`config.mk`:
```
export PLATFORM = sky130hd
export DESIGN_NAME = dual_serial_tx
export DESIGN_NICKNAME = d
export VERILOG_FILES = /design/src/rtl/dual_serial_tx_pkg.sv /design/src/rtl/dual_serial_tx_loader.sv /design/src/rtl/dual_serial_tx_shifter.sv /design/src/rtl/dual_serial_tx_seq.sv /design/src/rtl/dual_serial_tx.sv
export SDC_FILE = /design/constraint.sdc
export NUM_CORES = 1
export LEC_CHECK = 0
export BUFFER_PORTS_ARGS = -buffer_cell sky130_fd_sc_hd__buf_2
export CORE_ASPECT_RATIO = 1.25
export CORE_MARGIN = 1.5
export CORE_UTILIZATION = 45
export CTS_BUF_LIST = sky130_fd_sc_hd__clkbuf_16
export DETAILED_ROUTE_END_ITERATION = 8
export RECOVER_POWER = 50
export SYNTH_ARGS = -nofsm -noshare
export SYNTH_HDL_FRONTEND = slang
export SYNTH_SLANG_ARGS = --single-unit
export TNS_END_PERCENT = 5
```
`constraint.sdc`:
```
create_clock -name clk -period 5.36 [get_ports clk]
set_input_delay 1.072 -clock clk [delete_from_list [all_inputs] [get_ports clk]]
set_output_delay 1.072 -clock clk [all_outputs]
set_load 0.01 [all_outputs]
```
`src/rtl/dual_serial_tx_pkg.sv`:
```
package dual_serial_tx_pkg;

   typedef enum logic [2:0] {
      ST_IDLE,
      ST_START,
      ST_SYNC,
      ST_DATA,
      ST_STOP
   } tx_state_e;

   typedef enum logic [1:0] {
      SRC_SYNC0,
      SRC_SYNC1,
      SRC_DATA
   } shift_src_e;

endpackage

```
`src/rtl/dual_serial_tx_loader.sv`:
```
module dual_serial_tx_loader
   import dual_serial_tx_pkg::*;
#(
   parameter int DATA_W   = 8,
   parameter int MAX_SYNC = 2
) (
   input  logic              clk,
   input  logic              rst_n,
   input  logic              sync_mode,
   input  logic              two_sync,
   input  logic              wr_en,
   input  logic [DATA_W-1:0] wr_data,
   input  logic              busy,
   output logic [DATA_W-1:0] sync_q [MAX_SYNC],
   output logic [DATA_W-1:0] data_q,
   output logic              cfg_ready
);

   localparam int PTR_W = $clog2(MAX_SYNC + 1);

   logic [PTR_W-1:0] ptr_q;
   logic [PTR_W-1:0] n_sync;
   logic             wr_acc;

   // number of sync slots the current mode expects
   always_comb begin
      n_sync = '0;
      if (sync_mode) begin
         n_sync = two_sync ? PTR_W'(2) : PTR_W'(1);
      end
   end

   assign wr_acc    = wr_en & ~busy;
   assign cfg_ready = (ptr_q >= n_sync);

   always_ff @(posedge clk or negedge rst_n) begin
      if (!rst_n) begin
         ptr_q <= '0;
      end else if (wr_acc && !cfg_ready) begin
         ptr_q <= ptr_q + PTR_W'(1);
      end
   end

   generate
      for (genvar i = 0; i < MAX_SYNC; i++) begin : g_slot
         logic [DATA_W-1:0] slot_q;
         always_ff @(posedge clk or negedge rst_n) begin
            if (!rst_n) begin
               slot_q <= '0;
            end else if (wr_acc && !cfg_ready && ptr_q == PTR_W'(i)) begin
               slot_q <= wr_data;
            end
         end
         assign sync_q[i] = slot_q;
      end
   endgenerate

   always_ff @(posedge clk or negedge rst_n) begin
      if (!rst_n) begin
         data_q <= '0;
      end else if (wr_acc && cfg_ready) begin
         data_q <= wr_data;
      end
   end

   // held character never changes inside a frame
   p_hold_data_r9 : assert property (@(posedge clk) disable iff (!rst_n)
      (busy && $past(busy)) |-> $stable(data_q));

   // a write that fills a sync slot leaves the data register alone
   p_write_order_r6 : assert property (@(posedge clk) disable iff (!rst_n)
      (wr_en && !busy && !cfg_ready) |=> $stable(data_q));

endmodule

```
`src/rtl/dual_serial_tx_shifter.sv`:
```
module dual_serial_tx_shifter #(
   parameter int DATA_W = 8
) (
   input  logic              clk,
   input  logic              rst_n,
   input  logic              load,
   input  logic              shift,
   input  logic [DATA_W-1:0] load_val,
   output logic              lsb
);

   logic [DATA_W-1:0] sh_q;

   always_ff @(posedge clk or negedge rst_n) begin
      if (!rst_n) begin
         sh_q <= '0;
      end else if (load) begin
         sh_q <= load_val;
      end else if (shift) begin
         sh_q <= {1'b0, sh_q[DATA_W-1:1]};
      end
   end

   assign lsb = sh_q[0];

endmodule

```
`src/rtl/dual_serial_tx_seq.sv`:
```
module dual_serial_tx_seq
   import dual_serial_tx_pkg::*;
#(
   parameter int DATA_W = 8
) (
   input  logic       clk,
   input  logic       rst_n,
   input  logic       sync_mode,
   input  logic       two_sync,
   input  logic       cfg_ready,
   input  logic       tx_start,
   input  logic       byte_ready,
   input  logic       bit_en,
   input  logic       syndet,
   output tx_state_e  state,
   output logic       fill_armed,
   output logic       sh_load,
   output shift_src_e sh_src,
   output logic       sh_shift,
   output logic       busy
);

   localparam int CNT_W = (DATA_W > 1) ? $clog2(DATA_W) : 1;

   tx_state_e        state_q, state_d;
   logic [CNT_W-1:0] cnt_q, cnt_d;
   logic             sidx_q, sidx_d;
   logic             armed_q, armed_d;
   logic             start_ok;
   logic             last_bit;

   assign start_ok = tx_start & byte_ready & cfg_ready & (state_q == ST_IDLE);
   assign last_bit = (cnt_q == CNT_W'(DATA_W - 1));

   always_comb begin
      state_d  = state_q;
      cnt_d    = cnt_q;
      sidx_d   = sidx_q;
      armed_d  = armed_q;
      sh_load  = 1'b0;
      sh_src   = SRC_SYNC0;
      sh_shift = 1'b0;
      unique case (state_q)
         ST_IDLE: begin
            if (start_ok) begin
               cnt_d = '0;
               if (sync_mode) begin
                  state_d = ST_SYNC;
                  sidx_d  = 1'b0;
                  sh_load = 1'b1;
                  armed_d = 1'b1;
               end else begin
                  state_d = ST_START;
               end
            end else if (sync_mode && cfg_ready && !armed_q) begin
               sh_load = 1'b1;
               cnt_d   = '0;
               armed_d = 1'b1;
            end else if (sync_mode && armed_q && bit_en) begin
               if (last_bit) begin
                  sh_load = 1'b1;
                  cnt_d   = '0;
               end else begin
                  sh_shift = 1'b1;
                  cnt_d    = cnt_q + CNT_W'(1);
               end
            end
         end
         ST_START: begin
            if (bit_en) begin
               state_d = ST_DATA;
               sh_load = 1'b1;
               sh_src  = SRC_DATA;
               cnt_d   = '0;
            end
         end
         ST_SYNC: begin
            if (bit_en) begin
               if (!last_bit) begin
                  sh_shift = 1'b1;
                  cnt_d    = cnt_q + CNT_W'(1);
               end else if (two_sync && !sidx_q) begin
                  sidx_d  = 1'b1;
                  sh_load = 1'b1;
                  sh_src  = SRC_SYNC1;
                  cnt_d   = '0;
               end else if (syndet) begin
                  state_d = ST_DATA;
                  sh_load = 1'b1;
                  sh_src  = SRC_DATA;
                  cnt_d   = '0;
               end else begin
                  sidx_d  = 1'b0;
                  sh_load = 1'b1;
                  cnt_d   = '0;
               end
            end
         end
         ST_DATA: begin
            if (bit_en) begin
               if (!last_bit) begin
                  sh_shift = 1'b1;
                  cnt_d    = cnt_q + CNT_W'(1);
               end else if (sync_mode) begin
                  state_d = ST_IDLE;
                  sh_load = 1'b1;
                  cnt_d   = '0;
               end else begin
                  state_d = ST_STOP;
               end
            end
         end
         ST_STOP: begin
            if (bit_en) begin
               state_d = ST_IDLE;
            end
         end
         default: state_d = ST_IDLE;
      endcase
   end

   always_ff @(posedge clk or negedge rst_n) begin
      if (!rst_n) begin
         state_q <= ST_IDLE;
         cnt_q   <= '0;
         sidx_q  <= 1'b0;
         armed_q <= 1'b0;
      end else begin
         state_q <= state_d;
         cnt_q   <= cnt_d;
         sidx_q  <= sidx_d;
         armed_q <= armed_d;
      end
   end

   assign state      = state_q;
   assign fill_armed = armed_q;
   assign busy       = (state_q != ST_IDLE);

   // a frame opens only on a qualified start request
   p_start_qualified_r7 : assert property (@(posedge clk) disable iff (!rst_n)
      $rose(busy) |-> $past(tx_start && byte_ready && cfg_ready));

   // data after sync characters only with the handshake up
   p_syndet_gate_r8 : assert property (@(posedge clk) disable iff (!rst_n)
      (state_q == ST_DATA && $past(state_q) == ST_SYNC) |-> $past(syndet));

   // asynchronous format never visits the sync state
   p_async_no_sync_r1 : assert property (@(posedge clk) disable iff (!rst_n)
      (!sync_mode && $past(!sync_mode)) |-> (state_q != ST_SYNC));

endmodule

```
`src/rtl/dual_serial_tx.sv`:
```
module dual_serial_tx
   import dual_serial_tx_pkg::*;
#(
   parameter int DATA_W   = 8,
   parameter int MAX_SYNC = 2
) (
   input  logic              clk,
   input  logic              rst_n,
   input  logic              comm_type,
   input  logic              sync_type,
   input  logic              wr_en,
   input  logic [DATA_W-1:0] wr_data,
   input  logic              byte_ready,
   input  logic              tx_start,
   input  logic              bit_en,
   input  logic              syndet,
   output logic              txd,
   output logic              busy
);

   generate
      if (DATA_W < 2) begin : g_bad_width
         $error("dual_serial_tx: DATA_W must be at least 2");
      end
      if (MAX_SYNC < 2) begin : g_bad_sync
         $error("dual_serial_tx: MAX_SYNC must be at least 2");
      end
   endgenerate

   logic              sync_mode;
   logic              two_sync;
   logic [DATA_W-1:0] sync_q [MAX_SYNC];
   logic [DATA_W-1:0] data_q;
   logic              cfg_ready;
   tx_state_e         state;
   logic              fill_armed;
   logic              sh_load;
   shift_src_e        sh_src;
   logic              sh_shift;
   logic [DATA_W-1:0] load_val;
   logic              sh_lsb;

   assign sync_mode = comm_type;
   assign two_sync  = comm_type & sync_type;

   dual_serial_tx_loader #(
      .DATA_W   (DATA_W),
      .MAX_SYNC (MAX_SYNC)
   ) u_loader (
      .clk       (clk),
      .rst_n     (rst_n),
      .sync_mode (sync_mode),
      .two_sync  (two_sync),
      .wr_en     (wr_en),
      .wr_data   (wr_data),
      .busy      (busy),
      .sync_q    (sync_q),
      .data_q    (data_q),
      .cfg_ready (cfg_ready)
   );

   dual_serial_tx_seq #(
      .DATA_W (DATA_W)
   ) u_seq (
      .clk        (clk),
      .rst_n      (rst_n),
      .sync_mode  (sync_mode),
      .two_sync   (two_sync),
      .cfg_ready  (cfg_ready),
      .tx_start   (tx_start),
      .byte_ready (byte_ready),
      .bit_en     (bit_en),
      .syndet     (syndet),
      .state      (state),
      .fill_armed (fill_armed),
      .sh_load    (sh_load),
      .sh_src     (sh_src),
      .sh_shift   (sh_shift),
      .busy       (busy)
   );

   always_comb begin
      unique case (sh_src)
         SRC_SYNC1: load_val = sync_q[1];
         SRC_DATA:  load_val = data_q;
         default:   load_val = sync_q[0];
      endcase
   end

   dual_serial_tx_shifter #(
      .DATA_W (DATA_W)
   ) u_shift (
      .clk      (clk),
      .rst_n    (rst_n),
      .load     (sh_load),
      .shift    (sh_shift),
      .load_val (load_val),
      .lsb      (sh_lsb)
   );

   always_comb begin
      unique case (state)
         ST_START: txd = 1'b0;
         ST_STOP:  txd = 1'b1;
         ST_SYNC,
         ST_DATA:  txd = sh_lsb;
         default:  txd = (sync_mode && fill_armed) ? sh_lsb : 1'b1;
      endcase
   end

   // asynchronous line rests high
   p_async_idle_r3 : assert property (@(posedge clk) disable iff (!rst_n)
      (!busy && !comm_type) |-> txd);

   // an asynchronous frame opens with a low start bit
   p_start_bit_r2 : assert property (@(posedge clk) disable iff (!rst_n)
      ($rose(busy) && !comm_type) |-> !txd);

   // out of reset the line is high and idle
   p_reset_idle_r10 : assert property (@(posedge clk)
      $rose(rst_n) |-> (txd && !busy));

endmodule

```
== Yosys cells after proc, flatten, opt, wreduce, memory -nomap -nowiden ==
Index checks and enable logic that the tools add are counted.

* $add $sub $neg: 2
* Multipliers: 0
* Div/mod/pow operators: 0
* $lt $le $gt $ge: 1
* Equality and inequality tests: 22
* Shift-type cells: 0
* Multiplexer cells: 60
* Bitwise operators: 6
* Reductions and logical operators: 24

{| class="wikitable"
|+ Operators with widths
! cell !! number
|-
| $mux W3 || 18
|-
| $mux W1 || 24
|-
| $mux W2 || 8
|-
| $mux W8 || 2
|-
| $ne A2 B2 Y1 const B || 8
|-
| $pmux W8 S2 || 1
|-
| $pmux W3 S5 || 1
|-
| $pmux W3 S4 || 1
|-
| $reduce_and A6 Y1 || 2
|-
| $logic_and A1 B1 Y1 || 9
|-
| $reduce_and A9 Y1 || 1
|-
| $eq A3 B2 Y1 const B || 2
|-
| $eq A3 B3 Y1 const B || 2
|-
| $ne A2 B1 Y1 const B || 3
|-
| $reduce_bool A2 Y1 || 3
|-
| $and A1 B1 Y1 || 5
|-
| $eq A2 B1 Y1 const B || 2
|-
| $ne A4 B3 Y1 const B || 1
|-
| $pmux W1 S2 || 2
|-
| $pmux W1 S4 || 1
|-
| $pmux W2 S2 || 1
|-
| $reduce_bool A4 Y1 || 1
|-
| $add A3 B1 Y3 const B || 1
|-
| $eq A3 B1 Y1 const B || 1
|-
| 13 further kinds || 15
|}

* Register bits: 42
* Latch bits: 0
* RAM bits: 0
* Bits in read-only memories: 0
* Input bits: 17
* Output and inout bits: 2
* Memories kept: 0

== Logic depth before layout (Yosys ltp) ==
* Depth after elaboration: 11
* Mapped depth: 13

== Cells and area by module ==
A second synthesis with hierarchy kept.

* Cells, all modules: 221
* Area total of the unflattened synthesis: 2412.3 um^2

{| class="wikitable"
|+ Modules (own cells, without submodules)
! module !! instances !! cells each !! area an instance (um^2) !! sequential area each (um^2)
|-
| dual_serial_tx_loader || 1 || 72 || 1139.8 || 650.6
|-
| dual_serial_tx_seq || 1 || 78 || 684.4 || 200.2
|-
| dual_serial_tx_shifter || 1 || 34 || 369.1 || 200.2
|-
| dual_serial_tx || 1 || 37 || 219.0 || 0.0
|}

== Worst setup path before layout ==
No wires, ideal clock.

* Path kind: input port to flip-flop
* Start: input comm_type
* End: register u_loader.g_slot[0].slot_q[0]
* Arrival time: 2.812 ns
* Path slack: 2.423 ns
* Stages: 8
* Path buffers: 1
* Cells stage by stage: nor2b_1 > ha_1 > nand2b_1 > a21oi_1 > and4_1 > and2_1 > buf_4 > mux2_2

* Word-level cells in the longest chain between the ends: 7

{| class="wikitable"
|+ Ends and longest elaborated chain
! item !! RTL line !! source
|-
| start: declaration || dual_serial_tx.sv:9 || <nowiki>input logic comm_type,</nowiki>
|-
| $and A1 B1 Y1 || dual_serial_tx.sv:44 || <nowiki>assign two_sync = comm_type & sync_type;</nowiki>
|-
| $mux W2 || dual_serial_tx_loader.sv:29 || <nowiki>n_sync = two_sync ? PTR_W'(2) : PTR_W'(1);</nowiki>
|-
| $mux W2 * || dual_serial_tx_loader.sv:28 || <nowiki>if (sync_mode) begin</nowiki>
|-
| $ge A2 B2 Y1 * || dual_serial_tx_loader.sv:34 || <nowiki>assign cfg_ready = (ptr_q >= n_sync);</nowiki>
|-
| $logic_not A1 Y1 * || dual_serial_tx_loader.sv:50 || <nowiki>end else if (wr_acc && !cfg_ready && ptr_q == PTR_W'(i)) begin</nowiki>
|-
| $logic_and A1 B1 Y1 * (2 in a row) || dual_serial_tx_loader.sv:50 ||
|-
| end signal: assignment || dual_serial_tx_loader.sv:51 || <nowiki>slot_q <= wr_data;</nowiki>
|-
| end: declaration || dual_serial_tx_loader.sv:46 || <nowiki>logic [DATA_W-1:0] slot_q;</nowiki>
|}

Every way passes the cells marked *; elsewhere a longest branch is shown, timed or not.
A chain may end at the register's enable or synchronous reset.

== Worst setup path in the final report ==
* Start: input comm_type
* End: output txd

* Word-level cells in the longest chain between the ends: 3

{| class="wikitable"
|+ Ends and longest elaborated chain
! item !! RTL line !! source
|-
| $logic_and A1 B1 Y1 || dual_serial_tx.sv:107 || <nowiki>default: txd = (sync_mode && fill_armed) ? sh_lsb : 1'b1;</nowiki>
|-
| $mux W1 || dual_serial_tx.sv:107 ||
|-
| $pmux W1 S3 || dual_serial_tx.sv:102 || <nowiki>unique case (state)</nowiki>
|-
| end: declaration || dual_serial_tx.sv:17 || <nowiki>output logic txd,</nowiki>
|}

Every way passes these cells.

==> impl_metrics.yaml <==
synthesis:
  synth-main-ff-cell: "dfrtp_1"
  synth_seq_cells: 42
  synth_edf_count: 0
  syn_nets: 242
  syn_area_um2: 2318
  yosysUniqueCellTypes: 46
  ys_async_sr_fraction_pct: 100.0
  netlist_instances: 217
  avgSynthCellArea_um2: 10.68
  seq_area_frac_synth_pct: 45.33
  synth-warning-count: 0
detailed_routing:
  dr.pass1.iters: 4
  vias: 1677
  avgRoutedWirePerCell_um: 16.27
  drc: 0
  drt_iter0_drc: 97
  ant_nets: 0
  drt-vias-per-instance: 5.666
  drt_wl_total_mm: 4.816
pwr:
  leakagePower_nw: 1.149
  peakVddDrop_uv: 201.3
  power_density_nw_per_um2: 459.3
clocking:
  clock_latency_ns: 0.28
  cts_buffers: 5
  cts-root-buf: "clkbuf_16"
  hold_buffers: 0
  cts_resized: 0
  clockBufferDepth: 2
  cts_tree: "done"
  cts_setup_buffers: 0
  clkTransAtPathRegs_ns: 0.06
  cts.sinks: 42
  cts_max_level: 2
sta:
  holdWs_ns: 0.4849
  clock_skew_ns: 0.006888
  tightest_slew_ns: 2.236
  drv_slew: 43
  period_needed_ns: 3.275
  max_freq_ghz: 0.3054
  rsz0062_at_grt: "false"
  fin_tns_setup_ns: 0
  slew_headroom_pct: -49.09
  hold_viol: 0
  setup_viol: 0
  final.period_utilization_pct: 61.09
setup_path:
  cp_max_fo: 9
  path_buf_inv: 2
  path_class: "primary input to output port"
  startpoint_type: "primary input"
  cp_cell_sequence: "clkbuf_1, nand2_1, maj3_1, nor2_1, a21oi_1, buf_2"
  end_kind: "output port"
  cp_top_family: "buffers and inverters"
  critical_path_arrival_ns: 2.20
  required_ns: 4.29
  max_stage_delay_ns: 0.38
  critPathSlowestCell: "maj3_1"
placement:
  port_buffers: 18
  dp_cells: 288
  gp_congestion: 0.7693
  postPlaceCellArea_um2: 2432
  dp_hpwl_mm: 3.340
finish:
  layout.cells.non_filler: 296
  seq_area_um2: 1051
  final.fill_count: 475
  fin_util_pct: 51.35
  multi_input_area_um2: 1172
  area_delta_synth_final_pct: 10.90
  finalNetCount: 258
  n_antenna_cell: 0
  drive_gt1_share_pct: 24.36
  final_area_um2: 2571
run:
  cap_violations: 1
die:
  die_w_um: 67.20
  core_um2: 5007
  chipHeight_um: 83.25
  ios: 19
  dieArea_um2: 5594
  rows: 29
  start_util_pct: 46.30
global_route:
  grt_usage_pct: 19.21
  grt_pass1_wl_mm: 8.135
  grt_antenna_before_repair: 0
  grt_max_degree: 43
  grt_pass1_vias: 1672
  grt-ovfl-total: 0
min_path:
  timing.hold.worst.class: "flip-flop to flip-flop"
outcome:
  status: "complete, but fails checks"
  violations: "max-capacitance violations, max-slew violations"
where the power goes:
part / total [mW] / switching, mW / leakage (nW) / internal, mW
clock network: 0.291 / 0.121 / 0.0672 / 0.170
logic: 0.377 / 0.197 / 0.539 / 0.180
registers: 0.513 / 0.0866 / 0.543 / 0.427
total: 1.18 / 0.404 / 1.15 / 0.777
synth_stat cells (2+ instances only):
library cell / number / share of area (%)
mux2i_1: 3 / 1.3
maj3_1: 2 / 0.86
o31ai_1: 4 / 1.3
o41ai_1: 3 / 1.1
buf_4: 3 / 0.97
mux2_2: 24 / 12
nand2_1: 22 / 3.6
a21o_1: 2 / 0.65
a21oi_1: 8 / 1.7
a221o_1: 5 / 2.2
inv_1: 11 / 1.8
dfrtp_1: 42 / 45
o21ai_0: 9 / 1.9
nor3b_2: 2 / 1.1
nand3_1: 3 / 0.65
clkbuf_1: 4 / 0.65
a22oi_1: 8 / 2.6
and2_1: 9 / 2.4
ha_1: 8 / 4.3
or3_1: 2 / 0.54
nor2b_1: 3 / 0.81
o22ai_1: 2 / 0.54
nor2_1: 13 / 2.1
nand2b_1: 3 / 0.81
stage by stage:
step | worst slack [ns] | power [mW]
after floorplan | 2.423 | 0.8024
after global placement | 1.992 | 0.8861
after detailed placement | 1.936 | 0.8921
after CTS | 2.235 | 1.193
after global routing | 1.944 | 1.269
final | 2.085 | 1.181
registers in the layout, summed over array words and instances, names as in the netlist:
name	flops
u_loader.ptr_q	2
u_loader.g_slot.slot_q	16
u_shift.sh_q	8
u_seq.cnt_q	3
u_loader.data_q	8
u_seq.sidx_q	1
u_seq.state	3
u_seq.fill_armed	1
worst paths after layout:
check                           depth (start not counted)  slack (ns)            from                  to
worst max register to register                          9        2.71  u_seq.cnt_q[0]     u_shift.sh_q[1]
worst min register to register                          2        0.48  u_seq.cnt_q[2]      u_seq.cnt_q[2]
worst min-delay path                                    2        0.48  u_seq.cnt_q[2]      u_seq.cnt_q[2]
max in group asynchronous                               1        2.63           rst_n  u_loader.data_q[3]
min in group asynchronous                               1        1.44           rst_n    u_seq.fill_armed
worst max-delay path                                    6        2.09       comm_type                 txd
logic make-up after synthesis:
family          share of synthesized area [%]
simple gates                            15.33
compound gates                          16.73
flops                                   45.33
mux                                     12.95
buf+inv                                 4.101
fa+ha+maj                               5.181
xor+xnor                               0.3778
cell usage in the layout, fill, tap and decap left out, drive strengths merged, types with 9 or more instances in the layout:
master and count:
o21ai 11, and2 9, inv 11, dfrtp 42, nor2 13, buf 16
mux2 24, nand2 22
cell type report:
| cell class | count | share of cell area, % |
|---|---|---|
| Inverter | 11 | 1.606 |
| Tap cell | 62 | 3.017 |
| Clock inverter | 3 | 0.6326 |
| Sequential cell | 42 | 40.88 |
| Timing Repair Buffer | 18 | 3.406 |
| Multi-Input combinational cell | 155 | 45.60 |
| Clock buffer | 5 | 4.866 |
layer usage:
layer  track usage [%]  up-vias  routed length [um]  share of wire [%]
met4             5.009        0                  44               0.91
li1                  -      813                   -                  -
met3             4.065        4                 164                3.4
met2             30.78       33                2396                 50
met5                 0        -                   0                  0
met1             26.16      827                2210                 46
tightest hold or removal path, stage by stage, from the launching register on:
cell and delay, ns:
dfrtp_1 0.35, nand2_1 0.05, o31ai_1 0.05
Note: power is estimated with default switching activity, not from simulation.
